File: src/rtl/jle_pkg.sv
package jle_pkg;

    typedef enum logic [1:0] {
        JC_COND   = 2'd0,
        JC_SUB    = 2'd1,
        JC_IDX_HI = 2'd2,
        JC_IDX_LE = 2'd3
    } jclass_e;

    typedef struct packed {
        logic c;
        logic p;
        logic z;
        logic n;
    } flags_t;

    localparam int MASK_W   = 3;
    localparam int MB_LOW   = 0;
    localparam int MB_EQUAL = 1;
    localparam int MB_HIGH  = 2;
    localparam logic [MASK_W-1:0] MASK_ALWAYS = '1;

    function automatic logic cond_hit(input logic [MASK_W-1:0] mask, input flags_t f);
        logic hit;
        if (mask == MASK_ALWAYS) begin
            hit = 1'b1;
        end else begin
            hit = (mask[MB_LOW] & f.n) | (mask[MB_EQUAL] & f.z) | (mask[MB_HIGH] & f.p);
        end
        return hit;
    endfunction

endpackage

File: src/rtl/jle_scmp.sv
module jle_scmp #(
    parameter int W = 32
) (
    input  logic [W-1:0] a,
    input  logic [W-1:0] b,
    output logic         lt,
    output logic         eq,
    output logic         gt
);
    localparam int XW = W + 1;

    logic [XW-1:0] diff;

    always_comb begin
        diff = {a[W-1], a} - {b[W-1], b};
        lt   = diff[XW-1];
        eq   = (diff == '0);
        gt   = !diff[XW-1] && (diff != '0);
    end
endmodule

File: src/rtl/jle_flag_reg.sv
module jle_flag_reg
    import jle_pkg::*;
#(
    parameter int W = 32
) (
    input  logic         clk,
    input  logic         rst,
    input  logic         flag_wr,
    input  flags_t       flag_in,
    input  logic         cmp_en,
    input  logic [W-1:0] cmp_a,
    input  logic [W-1:0] cmp_b,
    output flags_t       flags_q
);
    logic c_lt, c_eq, c_gt;

    jle_scmp #(.W(W)) u_cmp (
        .a  (cmp_a),
        .b  (cmp_b),
        .lt (c_lt),
        .eq (c_eq),
        .gt (c_gt)
    );

    always_ff @(posedge clk) begin
        if (rst) begin
            flags_q <= '0;
        end else if (cmp_en) begin
            flags_q.n <= c_lt;
            flags_q.z <= c_eq;
            flags_q.p <= c_gt;
        end else if (flag_wr) begin
            flags_q <= flag_in;
        end
    end
endmodule

File: src/rtl/jle_loop_unit.sv
module jle_loop_unit #(
    parameter int W = 32
) (
    input  logic [W-1:0] count_in,
    input  logic [W-1:0] limit_in,
    input  logic         step_down,
    output logic [W-1:0] count_next,
    output logic         loop_hit
);
    localparam logic [W-1:0] ONE = {{(W-1){1'b0}}, 1'b1};

    logic n_lt, n_eq, n_gt;

    always_comb begin
        if (step_down) begin
            count_next = count_in - ONE;
        end else begin
            count_next = count_in + ONE;
        end
    end

    jle_scmp #(.W(W)) u_cmp (
        .a  (count_next),
        .b  (limit_in),
        .lt (n_lt),
        .eq (n_eq),
        .gt (n_gt)
    );

    always_comb begin
        if (step_down) begin
            loop_hit = n_gt;
        end else begin
            loop_hit = n_lt | n_eq;
        end
    end
endmodule

File: src/rtl/jle_eval.sv
module jle_eval
    import jle_pkg::*;
#(
    parameter int DATA_W = 32
) (
    input  logic              clk,
    input  logic              rst,
    input  logic              flag_wr,
    input  logic [3:0]        flag_in,
    input  logic              cmp_en,
    input  logic [DATA_W-1:0] cmp_a,
    input  logic [DATA_W-1:0] cmp_b,
    input  logic              jmp_valid,
    input  logic [1:0]        jmp_class,
    input  logic [2:0]        cond_mask,
    input  logic [DATA_W-1:0] count_in,
    input  logic [DATA_W-1:0] limit_in,
    input  logic              indexed,
    output logic              res_valid,
    output logic              taken,
    output logic [DATA_W-1:0] cnt_out,
    output logic              cnt_we,
    output logic              fetch_indirect,
    output logic [3:0]        flags
);
    flags_t  flags_q;
    jclass_e cls;
    logic [DATA_W-1:0] lp_next;
    logic lp_hit;
    logic take_c, we_c;
    logic [DATA_W-1:0] cnt_c;

    assign cls   = jclass_e'(jmp_class);
    assign flags = flags_q;

    jle_flag_reg #(.W(DATA_W)) u_flags (
        .clk     (clk),
        .rst     (rst),
        .flag_wr (flag_wr),
        .flag_in (flags_t'(flag_in)),
        .cmp_en  (cmp_en),
        .cmp_a   (cmp_a),
        .cmp_b   (cmp_b),
        .flags_q (flags_q)
    );

    jle_loop_unit #(.W(DATA_W)) u_loop (
        .count_in   (count_in),
        .limit_in   (limit_in),
        .step_down  (cls == JC_IDX_HI),
        .count_next (lp_next),
        .loop_hit   (lp_hit)
    );

    always_comb begin
        take_c = 1'b0;
        we_c   = 1'b0;
        cnt_c  = '0;
        unique case (cls)
            JC_COND: take_c = cond_hit(cond_mask, flags_q);
            JC_SUB:  take_c = 1'b1;
            JC_IDX_HI, JC_IDX_LE: begin
                take_c = lp_hit;
                we_c   = 1'b1;
                cnt_c  = lp_next;
            end
            default: take_c = 1'b0;
        endcase
    end

    always_ff @(posedge clk) begin
        if (rst || !jmp_valid) begin
            res_valid      <= 1'b0;
            taken          <= 1'b0;
            cnt_we         <= 1'b0;
            cnt_out        <= '0;
            fetch_indirect <= 1'b0;
        end else begin
            res_valid      <= 1'b1;
            taken          <= take_c;
            cnt_we         <= we_c;
            cnt_out        <= cnt_c;
            fetch_indirect <= take_c & indexed;
        end
    end
endmodule

File: config.mk
export PLATFORM = sky130hd
export DESIGN_NAME = jle_eval
export DESIGN_NICKNAME = d
export VERILOG_FILES = /design/src/rtl/jle_pkg.sv /design/src/rtl/jle_scmp.sv /design/src/rtl/jle_flag_reg.sv /design/src/rtl/jle_loop_unit.sv /design/src/rtl/jle_eval.sv
export SDC_FILE = /design/constraint.sdc
export NUM_CORES = 1
export LEC_CHECK = 0
export ABC_AREA = 1
export BUFFER_PORTS_ARGS = -buffer_cell sky130_fd_sc_hd__buf_4
export CAP_MARGIN = 20
export CORE_ASPECT_RATIO = 0.7
export CORE_MARGIN = 2
export CORE_UTILIZATION = 50
export CTS_BUF_LIST = sky130_fd_sc_hd__clkbuf_8
export CTS_CLUSTER_SIZE = 12
export DETAILED_ROUTE_END_ITERATION = 16
export PLACE_DENSITY_LB_ADDON = 0.12
export SLEW_MARGIN = 20
export SYNTH_ARGS = -nofsm -noshare
export SYNTH_HDL_FRONTEND = slang
export SYNTH_SLANG_ARGS = --single-unit
File: constraint.sdc
create_clock -name clk -period 6 [get_ports clk]
set_input_delay 1.2 -clock clk [delete_from_list [all_inputs] [get_ports clk]]
set_output_delay 1.2 -clock clk [all_outputs]
set_load 0.05 [all_outputs]
# After elaboration in Yosys (flattened, before gate mapping)
# Index checks and enable logic that the tools add are counted.
[totals] regBits=40 latch_bits=0 mem_bits_rw=0 mem_bits_ro=0 inputBits=143 out_inout_bits=40 elab_cells=49 memories=0
[classes] add_sub_neg=4 mul=0 div=0 n_lt_le_gt_ge=0 n_eq_ne=4 shift=0 mux=8 bitwise=9 reduce_logical=15
[ops] cell="$logic_not 33->1" n=2
[ops] cell="$reduce_bool 33->1" n=2
[ops] cell="$sub 32x32->33" n=2
[ops] cell="$add 32x1->32 const B" n=1
[ops] cell="$mux 32" n=1
[ops] cell="$sub 32x1->32 const B" n=1
[ops] cell="$mux 3" n=2
[ops] cell="$and 1x1->1" n=4
[ops] cell="$eq 2x2->1 const B" n=2
[ops] cell="$mux 1" n=4
[ops] cell="$reduce_or 2->1" n=2
[ops] cell="$eq 3x3->1 const B" n=1
[ops] cell="$logic_not 1->1" n=3
[ops] cell="$or 1x1->1" n=3
[ops] cell="$pmux 1 s3" n=1
[ops] cell="$eq 2x1->1 const B" n=1
[ops] cell="$logic_and 1x1->1" n=2
[ops] cell="$logic_not 2->1" n=1
[ops] cell="$not 1->1" n=2
[ops] cell="$reduce_and 2->1" n=1
[ops] cell="$reduce_bool 2->1" n=1
[ops] cell="$logic_or 1x1->1" n=1

# Logic depth before layout (Yosys ltp)
# Gate-level depths: netlist of the first run.
[depth] word_depth=8 ltp_mapped=38 mapped_depth_nobuf=38

# Modules after synthesis
# Synthesis of the first run repeated with hierarchy kept, for this count alone.
[unflattened] hier_cells=1988 hier_area_um2=9920.8
[modules_own_cells] mod="jle_scmp at u_flags.u_cmp" instances=1 cells_per_inst=668 area_each_um2=3148.0 seq_area_each_um2=0.0
[modules_own_cells] mod="jle_scmp at u_loop.u_cmp" instances=1 cells_per_inst=667 area_each_um2=3069.2 seq_area_each_um2=0.0
[modules_own_cells] mod="jle_loop_unit" instances=1 cells_per_inst=497 area_each_um2=2388.5 seq_area_each_um2=0.0
[modules_own_cells] mod="jle_eval" instances=1 cells_per_inst=127 area_each_um2=1124.8 seq_area_each_um2=720.7
[modules_own_cells] mod="jle_flag_reg" instances=1 cells_per_inst=29 area_each_um2=190.2 seq_area_each_um2=80.1

# Worst setup path before layout of the first run
# No wires, ideal clock.
[synth_timing] kind="input to register" startpoint="input port jmp_class[1]" endpoint="register fetch_indirect" setup_ns=0.112 arrival_time_ns=4.353 required_ns=5.888 setup_slack_ns=1.535 stages=34 n_path_buf=0 cell_sequence="inv_2 > nor2_4 > nand2_1 > nand2_1 > inv_1 > ha_1 > inv_1 > nand2_1 > nand2_1 > nor2_1 > nor2_1 > o21bai_1 > a21o_1 > a21o_1 > nand2_1 > nand3_1 > nand2_1 > inv_1 > ha_1 > nand2_1 > nor2_1 > inv_1 > nor3_1 > nand2_1 > nand2_1 > nand2_1 > nand2_1 > nand2_1 > nor3_1 > nand3_1 > nand2_1 > nand2_1 > nand3_1 > nor2_1"
[synth_between] elab_chain_len=8 elab_cells_between_ends=15 cone_classes="add/sub (1); eq/ne (3); mux (3); bitwise (2); reduce/logical (6)"
[synth_lines] item="start: declaration" line="jle_eval.sv:14" rtl="input logic [1:0] jmp_class,"
[synth_lines] item="$eq 2x2->1 (*)" line="jle_eval.sv:50" rtl=".step_down (cls == JC_IDX_HI),"
[synth_lines] item="$mux 32 (*)" line="jle_loop_unit.sv:15" rtl="if (step_down) begin"
[synth_lines] item="named net lp_next[26]" line="jle_eval.sv:28" rtl="logic [DATA_W-1:0] lp_next;"
[synth_lines] item="$sub 32x32->33 (*)" line="jle_scmp.sv:15" rtl="diff = {a[W-1], a} - {b[W-1], b};"
[synth_lines] item="$logic_not 33->1 (tied with other cells)" line="jle_scmp.sv:17" rtl="eq = (diff == '0);"
[synth_lines] item="$or 1x1->1 or $logic_and 1x1->1 (tied branches)" line="jle_loop_unit.sv:34, jle_scmp.sv:18"
[synth_lines] item="$mux 1 (*)" line="jle_loop_unit.sv:31" rtl="if (step_down) begin"
[synth_lines] item="$pmux 1 s3 (*)" line="jle_eval.sv:59" rtl="unique case (cls)"
[synth_lines] item="$and 1x1->1 (*)" line="jle_eval.sv:83" rtl="fetch_indirect <= take_c & indexed;"
[synth_lines] item="end signal: assignment" line="jle_eval.sv:83"
[synth_lines] item="end: declaration" line="jle_eval.sv:23" rtl="output logic fetch_indirect,"
# The timed path passes the listed nets; every way through them passes the cells marked *.
# A chain may end at the register's enable or synchronous reset.

# Worst setup path in the final report of the first run
[layout_timing] startpoint="input port jmp_class[0]" endpoint="register fetch_indirect"
# The elaborated chain is that of the path after synthesis.

==> flow_metrics.tcl, run 1 <==
set metrics [dict create \
    ys_warn_count 0 \
    post-dp-hpwl_um 25600 \
    ant_nets 0 \
    worst_pin_slew_ns 0.641 \
    grt_max_degree 32 \
    slowest_delay_ns 0.41 \
    tns_ns 0 \
    cts_buffer_depth 2 \
    gr-total-overflow 0 \
    ir_drop_v 0.000121 \
    fp.coreArea_mm2 0.0165 \
    yosys_register_bits 40 \
    crit_top_cell "nand2_1" \
    gp_congestion 1.00 \
    fin_crit_sh 0.915 \
    cts_resized 0 \
    stdcell_area_mm2 0.0102 \
    rows 39 \
    cap_violations 0 \
    grt_setup_unrepaired "no" \
    synth_edf_count 0 \
    ys_types 48 \
    synth_area_mm2 0.00852 \
    cts_tree "yes" \
    finalWirelength_um 29300 \
    skew_ns 0.000455 \
    cp_max_fo 30 \
    placed_area_mm2 0.0101 \
    io_pins 183 \
    fin_crit_ns 5.49 \
    synth_nets 1857 \
    drive_above_1_share 0.127 \
    antenna_found_initial 0 \
    first_pass_iters 7 \
    syn2layout_area_growth_pct 20.2 \
    die_x_um 160 \
    final_common_cell "nand2_1" \
    cts_inserted_buffers 5 \
    cp_num_buf_inv 6 \
    power.density_mw_per_mm2 170 \
    root_buffer "clkbuf_8" \
    hold_ws_ns 0.475 \
    netlist_instances 1646 \
    status "finished clean" \
    setup_viol 0 \
    worst_path_max_delay_cell "ha_1" \
    nets 2041 \
    critPathRequiredTime_ns 6.20 \
    maxSlewHeadroom 0.572 \
    path_class "input pin to flip-flop" \
    cts.reportedPaths.clkPinSlew_ns 0.08 \
    regToRegSetupSlack_ns 5.03 \
    first_iter_violations 1102 \
    htreeDepth 2 \
    grt_pass1_vias 9038 \
    grt_pass1_wl_um 45800 \
    final_max_slew_viol_count 0 \
    synth_ff_type "dfxtp_1" \
    drc 0 \
    vias_per_cell 5.13 \
    crit_family "simple AND/OR/NAND/NOR gates" \
    yosysSeqAreaShare 0.0940 \
    hold_viol_final 0 \
    port_buffers 182 \
    track_usage 0.313 \
    min_path_type "flip-flop to flip-flop" \
    antenna-diode-count 0 \
    wl_per_cell_um 14.2 \
    end_kind "flip-flop" \
    synthArstFlopShare 0 \
    clkSinkCount 40 \
    holdBufCountCts 0 \
    syn_avg_cell_area_um2 5.18 \
    dieHeight_um 113 \
    arrival_ns 5.69 \
    leakagePower_nw 6.40 \
    die-area_mm2 0.0181 \
    initial_utilization 0.517 \
    clkLatencyLatePin_ns 0.30 \
    num_vias 10545 \
    clock.fmax_mhz 182 \
    p_total_mw 1.74 \
    start_kind "input pin" \
    cts_setup_buffers 0 \
    most-common-layout-cells "559 x nand2_1, 388 x inv_1, 194 x nor2_1" \
]
-- worst register-to-register path: cells and delay by family, from the launching register on --
kind,cells,cell delay [ns]
and+or+nand+nor,5,0.35
DFF,1,0.35
AOI/OAI and AO/OA,1,0.16
-- kinds of logic after synthesis --
family                     count (synthesis)  synth area share
xor gates and xnor gates                  56            0.0655
buffers and inverters                    403             0.183
adders and majority gates                 68             0.101
DFF                                       40            0.0940
and+or+nand+nor                          936             0.451
AOI/OAI and AO/OA                        143             0.106
-- flip-flops by register name, summed over array words and instances, names as in the netlist --
signal	flops
cnt_out	32
cnt_we	1
fetch_indirect	1
res_valid	1
taken	1
u_flags.flags_q	4
-- metal layers --
metal | global-route usage | vias to the layer above | part of all wire
li1 | - | 5399 | -
met1 | 0.500 | 4667 | 0.50
met2 | 0.445 | 461 | 0.38
met3 | 0.0539 | 18 | 0.11
met4 | 0.0276 | 0 | 0.0058
met5 | 0 | - | 0
-- where the power goes --
| group | leakage (nW) | total, mW | internal, mW | switching, mW |
|---|---|---|---|---|
| registers | 0.326 | 0.284 | 0.278 | 0.00571 |
| logic | 6.02 | 1.23 | 0.420 | 0.811 |
| clock network | 0.0548 | 0.230 | 0.125 | 0.105 |
-- path summary, 6_finish.rpt --
kind	startpoint	endpoint	depth (start not counted)
worst min register to register	u_flags.flags_q[3]$_SDFFE_PP0P_	u_flags.flags_q[3]$_SDFFE_PP0P_	2
worst min-delay path	u_flags.flags_q[3]$_SDFFE_PP0P_	u_flags.flags_q[3]$_SDFFE_PP0P_	2
worst max-delay path	jmp_class[0]	fetch_indirect$_SDFF_PN0_	31
worst max register to register	u_flags.flags_q[0]$_SDFFE_PP0P_	fetch_indirect$_SDFF_PN0_	6
-- per-stage QoR --
stage,util,setup slack [ns],cells
floorplan,-,1.54,1646
global placement,0.613,0.467,2047
detailed placement,0.613,0.317,2047
CTS,0.620,0.616,2055
global route,0.621,0.168,2056
finish,0.621,0.509,2056
-- area by class of cell --
class	instances	area (um^2)
Clock buffer	5	68.8
Clock inverter	3	46.3
Fill cell	1743	6250
Inverter	394	1480
Multi-Input combinational cell	1203	6160
Sequential cell	40	801
Tap cell	225	282
Timing Repair Buffer	186	1400
-- cells in the mapped netlist, types with 8 or more instances --
master    number  area (um^2)
nand2_1      559         2100
inv_1        388         1460
nor2_1       194          728
nand3_1      100          500
ha_1          67          838
a21oi_1       60          300
dfxtp_1       40          801
xor2_1        38          333
o21ai_0       27          135
nor3_1        23          115
nand4_1       22          138
a41oi_1       14          123
nand3b_1      12         90.1
o21bai_1       9         67.6
xnor2_1        9         78.8
o41ai_1        8         70.1
xor2_2         8          130
No activity file was read; power rests on OpenSTA's default activity.
==> run 2, diff against run 1 <==
Settings changed: SYNTH_HIERARCHICAL set to 1.
==> flow_metrics.tcl, run 2 <==
set metrics [dict create \
    dieHeight_um 122 \
    arrival_ns 5.66 \
    start_kind "input pin" \
    htreeDepth 2 \
    holdBufCountCts 0 \
    most-common-layout-cells "790 x nand2_1, 501 x inv_1, 196 x buf_4" \
    netlist_instances 1988 \
    grtUsageMet2 0.408 \
    antenna-diode-count 0 \
    end_kind "flip-flop" \
    worst_path_max_delay_cell "ha_1" \
    first_pass_iters 6 \
    clkSinkCount 40 \
    ys_types 37 \
    cts_setup_buffers 0 \
    yosysTopAreaCellShare 0.299 \
    path_class "input pin to flip-flop" \
    regToRegSetupSlack_ns 5.16 \
    yosysSeqAreaShare 0.0807 \
    hold_depth 2 \
    final_common_cell "nand2_1" \
    port_buffers 182 \
    grt_max_degree 35 \
    num_vias 12034 \
    largest_reg_flops 32 \
    vias_per_cell 4.90 \
    drc 0 \
    yosysTopAreaCell "nand2_1" \
    syn2layout_area_growth_pct 19.3 \
    syn_avg_cell_area_um2 4.99 \
    drive_above_1_share 0.146 \
    gr-total-overflow 0 \
    antenna_found_initial 0 \
    post-dp-hpwl_um 29200 \
    worstSetupStartpoint "jmp_class[1]" \
    critPathRequiredTime_ns 6.22 \
    maxSlewHeadroom 0.509 \
    yosys-top-cells-area "nand2_1 30%, inv_1 19%, ha_1 12%" \
    first_iter_violations 1252 \
    nets 2428 \
    cts.reportedPaths.clkPinSlew_ns 0.09 \
    synthArstFlopShare 0 \
    fp.coreArea_mm2 0.0196 \
    min_path_type "flip-flop to flip-flop" \
    setup_viol 0 \
    synth_ff_type "dfxtp_1" \
    synth_nets 2228 \
    track_usage 0.313 \
    fin_crit_ns 5.44 \
    yosys_register_bits 40 \
    use_met1 0.529 \
    cts_buffer_depth 2 \
    top_regs "cnt_out: 32 flops, u_flags/flags_q: 4 flops" \
    synth_common_cells "790 x nand2_1, 501 x inv_1, 185 x nor2_1, 117 x nand3_1, 94 x ha_1" \
    io_pins 183 \
    hold_viol_final 0 \
    rows 43 \
    die_x_um 172 \
    yosysMostFrequentCell "nand2_1" \
    cts_inserted_buffers 5 \
    cap_violations 0 \
    slowest_delay_ns 0.45 \
    die-area_mm2 0.0210 \
    hold_start "u_flags/flags_q[3]$_SDFFE_PP0P_" \
    skew_ns 0.00176 \
    worst_pin_slew_ns 0.736 \
    final_max_slew_viol_count 0 \
    gp_congestion 0.981 \
    ir_drop_v 0.0000941 \
    synth_edf_count 0 \
    hold_ws_ns 0.478 \
    rr_worst_depth 6 \
    busiest_layer "met1" \
    fin_crit_sh 0.906 \
    grt_setup_unrepaired "no" \
    initial_utilization 0.505 \
    tns_ns 0 \
    use_met3 0.0494 \
    power.density_mw_per_mm2 176 \
    cts_resized 0 \
    ys_warn_count 6 \
    root_buffer "clkbuf_8" \
    grt_pass1_wl_um 51300 \
    status "finished clean" \
    p_total_mw 2.08 \
    clkLatencyLatePin_ns 0.31 \
    clock.fmax_mhz 184 \
    grt_pass1_vias 10093 \
    cp_max_fo 34 \
    top_register "cnt_out" \
    finalWirelength_um 33100 \
    leakagePower_nw 7.95 \
    wl_per_cell_um 13.5 \
    synth_area_mm2 0.00992 \
    ant_nets 0 \
    rr_startpoint "u_flags/flags_q[1]$_SDFFE_PP0P_" \
    crit_top_cell "nand2_1" \
    cts_tree "yes" \
]
## run 2: final timing paths
check | endpoint
setup reg to reg | taken$_SDFF_PP0_
setup / recovery | taken$_SDFF_PP0_
hold reg to reg | u_flags/flags_q[3]$_SDFFE_PP0P_
hold / removal | u_flags/flags_q[3]$_SDFFE_PP0P_
## run 2: where the power goes
| part | internal, mW | switching (mW) |
|---|---|---|
| Combinational | 0.521 | 1.00 |
| Clock | 0.164 | 0.114 |
| Sequential | 0.278 | 0.00571 |
| Total | 0.963 | 1.12 |
## run 2: cell families (layout without fill, tap and decap cells)
| kind of cell | count (synthesis) | count (layout) | share of synthesized area |
|---|---|---|---|
| AND/OR/NAND/NOR | 1231 | 1231 | 0.527 |
| buffers and inverters | 520 | 720 | 0.200 |
| adder cells (fa/ha/maj) | 97 | 97 | 0.125 |
| AO/OA/AOI/OAI | 77 | 77 | 0.0469 |
| flip-flops | 40 | 40 | 0.0807 |
| XOR/XNOR | 23 | 23 | 0.0211 |
## run 2: through the flow
stage	util	area [um^2]	cells	setup slack, ns
2_1_floorplan	-	9920	1988	0.240
3_3_place_gp	0.596	11700	2451	0.243
3_5_place_dp	0.596	11700	2451	0.325
4_1_cts	0.603	11800	2458	0.653
5_1_grt	0.603	11800	2458	0.212
6_report	0.603	11800	2458	0.565
## run 2: area by class of cell
cell class | count | area [um^2]
Multi-Input combinational cell | 1428 | 7140
Inverter | 516 | 1940
Tap cell | 270 | 338
Fill cell | 2086 | 7800
Clock buffer | 5 | 68.8
Sequential cell | 40 | 801
Timing Repair Buffer | 197 | 1490
Clock inverter | 2 | 60.1
## run 2: worst max-delay path: cells and delay by family
kind | cells | cell delay [ns]
simple gates | 24 | 2.72
fa+ha+maj | 2 | 0.88
buf+inv | 7 | 0.74
compound gates | 1 | 0.07
## run 2: routing by layer
| layer | vias up | routed length [um] | share of wire |
|---|---|---|---|
| met4 | 0 | 273 | 0.0083 |
| met5 | - | 0 | 0 |
| met3 | 27 | 4010 | 0.12 |
| met1 | 5134 | 17400 | 0.53 |
| met2 | 592 | 11400 | 0.34 |
| li1 | 6281 | - | - |
==> run 3, diff against run 2 <==
Settings changed: ABC_AREA 1 to unset.
==> flow_metrics.tcl, run 3 <==
set metrics [dict create \
    path_class "input pin to flip-flop" \
    clkLatencyLatePin_ns 0.30 \
    io_pins 183 \
    initial_utilization 0.519 \
    power.share.sequential 0.124 \
    wl_per_cell_um 17.8 \
    skew_ns 0.000510 \
    cp_max_fo 6 \
    dieHeight_um 108 \
    gr-total-overflow 0 \
    top_regs "cnt_out: 32 flops, u_flags/flags_q: 4 flops" \
    synth_edf_count 0 \
    grt_max_degree 36 \
    yosys_register_bits 40 \
    drc 0 \
    fin_crit_sh 1.07 \
    violations "negative setup slack" \
    grtUsageMet2 0.485 \
    status "finished, violations left" \
    final_common_cell "buf_4" \
    finalWirelength_um 29200 \
    use_met3 0.105 \
    ys_warn_count 6 \
    p_comb_frac 0.795 \
    instances_no_fill 1642 \
    synth_nets 1302 \
    cts_inserted_buffers 5 \
    yosys-top-cells-area "ha_1 15%, dfxtp_1 10%, a21oi_1 5.9%" \
    first_pass_iters 5 \
    gp_congestion 0.997 \
    netlist_instances 1062 \
    ir_drop_v 0.000129 \
    placed_area_mm2 0.0109 \
    clock.fmax_mhz 156 \
    arrival_ns 6.64 \
    top_register "cnt_out" \
    maxSlewHeadroom 0.497 \
    largest_reg_flops 32 \
    yosysTopAreaCell "ha_1" \
    cap_violations 0 \
    grt_pass1_vias 9093 \
    cts_buffer_depth 2 \
    p_int_mw 1.21 \
    p_total_mw 2.29 \
    yosysSeqAreaShare 0.104 \
    most-common-layout-cells "421 x buf_4, 94 x inv_1, 90 x a21oi_1" \
    place_inst 1619 \
    holdBufCountCts 0 \
    die_x_um 153 \
    antenna-diode-count 0 \
    num_vias 9810 \
    first_iter_violations 1012 \
    synth_common_cells "95 x inv_1, 94 x ha_1, 91 x a21oi_1, 78 x nand2_1, 57 x nor2_1" \
    hold_viol_final 0 \
    port_buffers 182 \
    power.density_mw_per_mm2 202 \
    cts_tree "yes" \
    synth_area_mm2 0.00773 \
    worst_pin_slew_ns 0.754 \
    fp.coreArea_mm2 0.0149 \
    dp_slack_ns -0.839 \
    drive_above_1_share 0.357 \
    tns_ns -0.730 \
    post-route-util 0.763 \
    swShare 0.472 \
    min_path_type "flip-flop to flip-flop" \
    start_kind "input pin" \
    nets 1687 \
    ant_nets 0 \
    leakagePower_nw 5.73 \
    p_switching_mw 1.08 \
    grt_pass1_wl_um 46300 \
    end_kind "flip-flop" \
    final_max_slew_viol_count 0 \
    pwr-share-clk 0.081 \
    vias_per_cell 5.97 \
    track_usage 0.344 \
    stdcell_area_mm2 0.0114 \
    rows 37 \
    hold_ws_ns 0.551 \
    use_met1 0.513 \
    setup_viol 2 \
    root_buffer "clkbuf_8" \
    ys_types 96 \
    syn_avg_cell_area_um2 7.28 \
    critPathRequiredTime_ns 6.24 \
    antenna_found_initial 0 \
    htreeDepth 2 \
    clkSinkCount 40 \
    grt_setup_unrepaired "yes" \
    busiest_layer "met1" \
    post-dp-hpwl_um 24400 \
    synthArstFlopShare 0 \
    yosysTopAreaCellShare 0.152 \
    yosysMostFrequentCell "inv_1" \
    synth_ff_type "dfxtp_1" \
    die-area_mm2 0.0165 \
    fin_crit_ns 6.40 \
    cts.reportedPaths.clkPinSlew_ns 0.08 \
    worst_slack_ns -0.400 \
    syn2layout_area_growth_pct 47.2 \
]
[run 3: cell types whose count changed in the layout (fill, tap and decap cells not counted), sizes merged, moves of 15 or more]
cell    delta
a211oi    +19
and3      +39
xnor2     +24
buf      +231
nor2     -160
nand3    -101
o21bai    +15
nand2    -746
o21a      +24
a21oi     +30
a21o      +38
o21ai     +59
inv      -420
[run 3: cell families after synthesis]
group / after synthesis / share of synthesized area
AO/OA/AOI/OAI: 376 / 0.342
XOR/XNOR: 46 / 0.0521
buffers and inverters: 145 / 0.0806
AND/OR/NAND/NOR: 338 / 0.235
flip-flops: 40 / 0.104
multiplexers: 20 / 0.0272
adder cells (fa/ha/maj): 97 / 0.160
[run 3: routing by layer]
layer	vias to the layer above	routed length [um]
li1	4740	-
met1	4467	13700
met2	563	11200
met3	40	3810
met4	0	432
met5	-	0
[run 3: power by group through the flow]
stage,clock network (mW),logic [mW],registers [mW]
6_report,0.186,1.82,0.284
5_1_grt,0.202,1.96,0.285
4_1_cts,0.189,1.74,0.284
3_5_place_dp,0,1.68,0.289
3_3_place_gp,0,1.67,0.290
2_1_floorplan,0,0.948,0.334
[run 3: timing repair]
item	4_1_cts	5_1_grt
buffers inserted	12	4
endpoints found under the setup margin	2	2
resized for setup	29	21
pin swaps	32	22
[run 3: layout make-up]
class / count / area (um^2)
clock buffers: 5 / 68.8
multi-input cells: 877 / 6630
flip-flops and latches: 40 / 801
well taps: 195 / 244
repair buffers: 428 / 3250
inverters: 95 / 369
fillers: 1119 / 3530
clock inverters: 2 / 12.5
[run 3: final timing paths]
kind,slack [ns],start,end,cells past startpoint
setup reg to reg,4.93,u_flags/flags_q[0]$_SDFFE_PP0P_,taken$_SDFF_PP0_,3
hold / removal,0.55,u_flags/flags_q[3]$_SDFFE_PP0P_,u_flags/flags_q[3]$_SDFFE_PP0P_,2
setup / recovery,-0.40,jmp_class[1],fetch_indirect$_SDFF_PP0_,28
hold reg to reg,0.55,u_flags/flags_q[3]$_SDFFE_PP0P_,u_flags/flags_q[3]$_SDFFE_PP0P_,2
[run 3: worst max-delay path, cell delays in order]
cell and delay (ns):
buf_12 0.09, inv_12 0.03, nor2_4 0.19, buf_6 0.15
ha_4 0.21, a21o_1 0.18, a221oi_4 0.37, a2111oi_4 0.14
a2111oi_4 0.31, buf_4 0.19, o31a_1 0.22, buf_4 0.14
o21bai_1 0.07, xor2_1 0.16, buf_4 0.16, ha_4 0.30
o21ai_4 0.05, a2111o_1 0.40, nor4_2 0.21, nand4b_1 0.13
or4_4 0.57, nor4b_4 0.23, o2111ai_2 0.14, nor4_2 0.22
nor2_2 0.09, o21ai_2 0.20, o21ai_2 0.09, nor3b_2 0.20
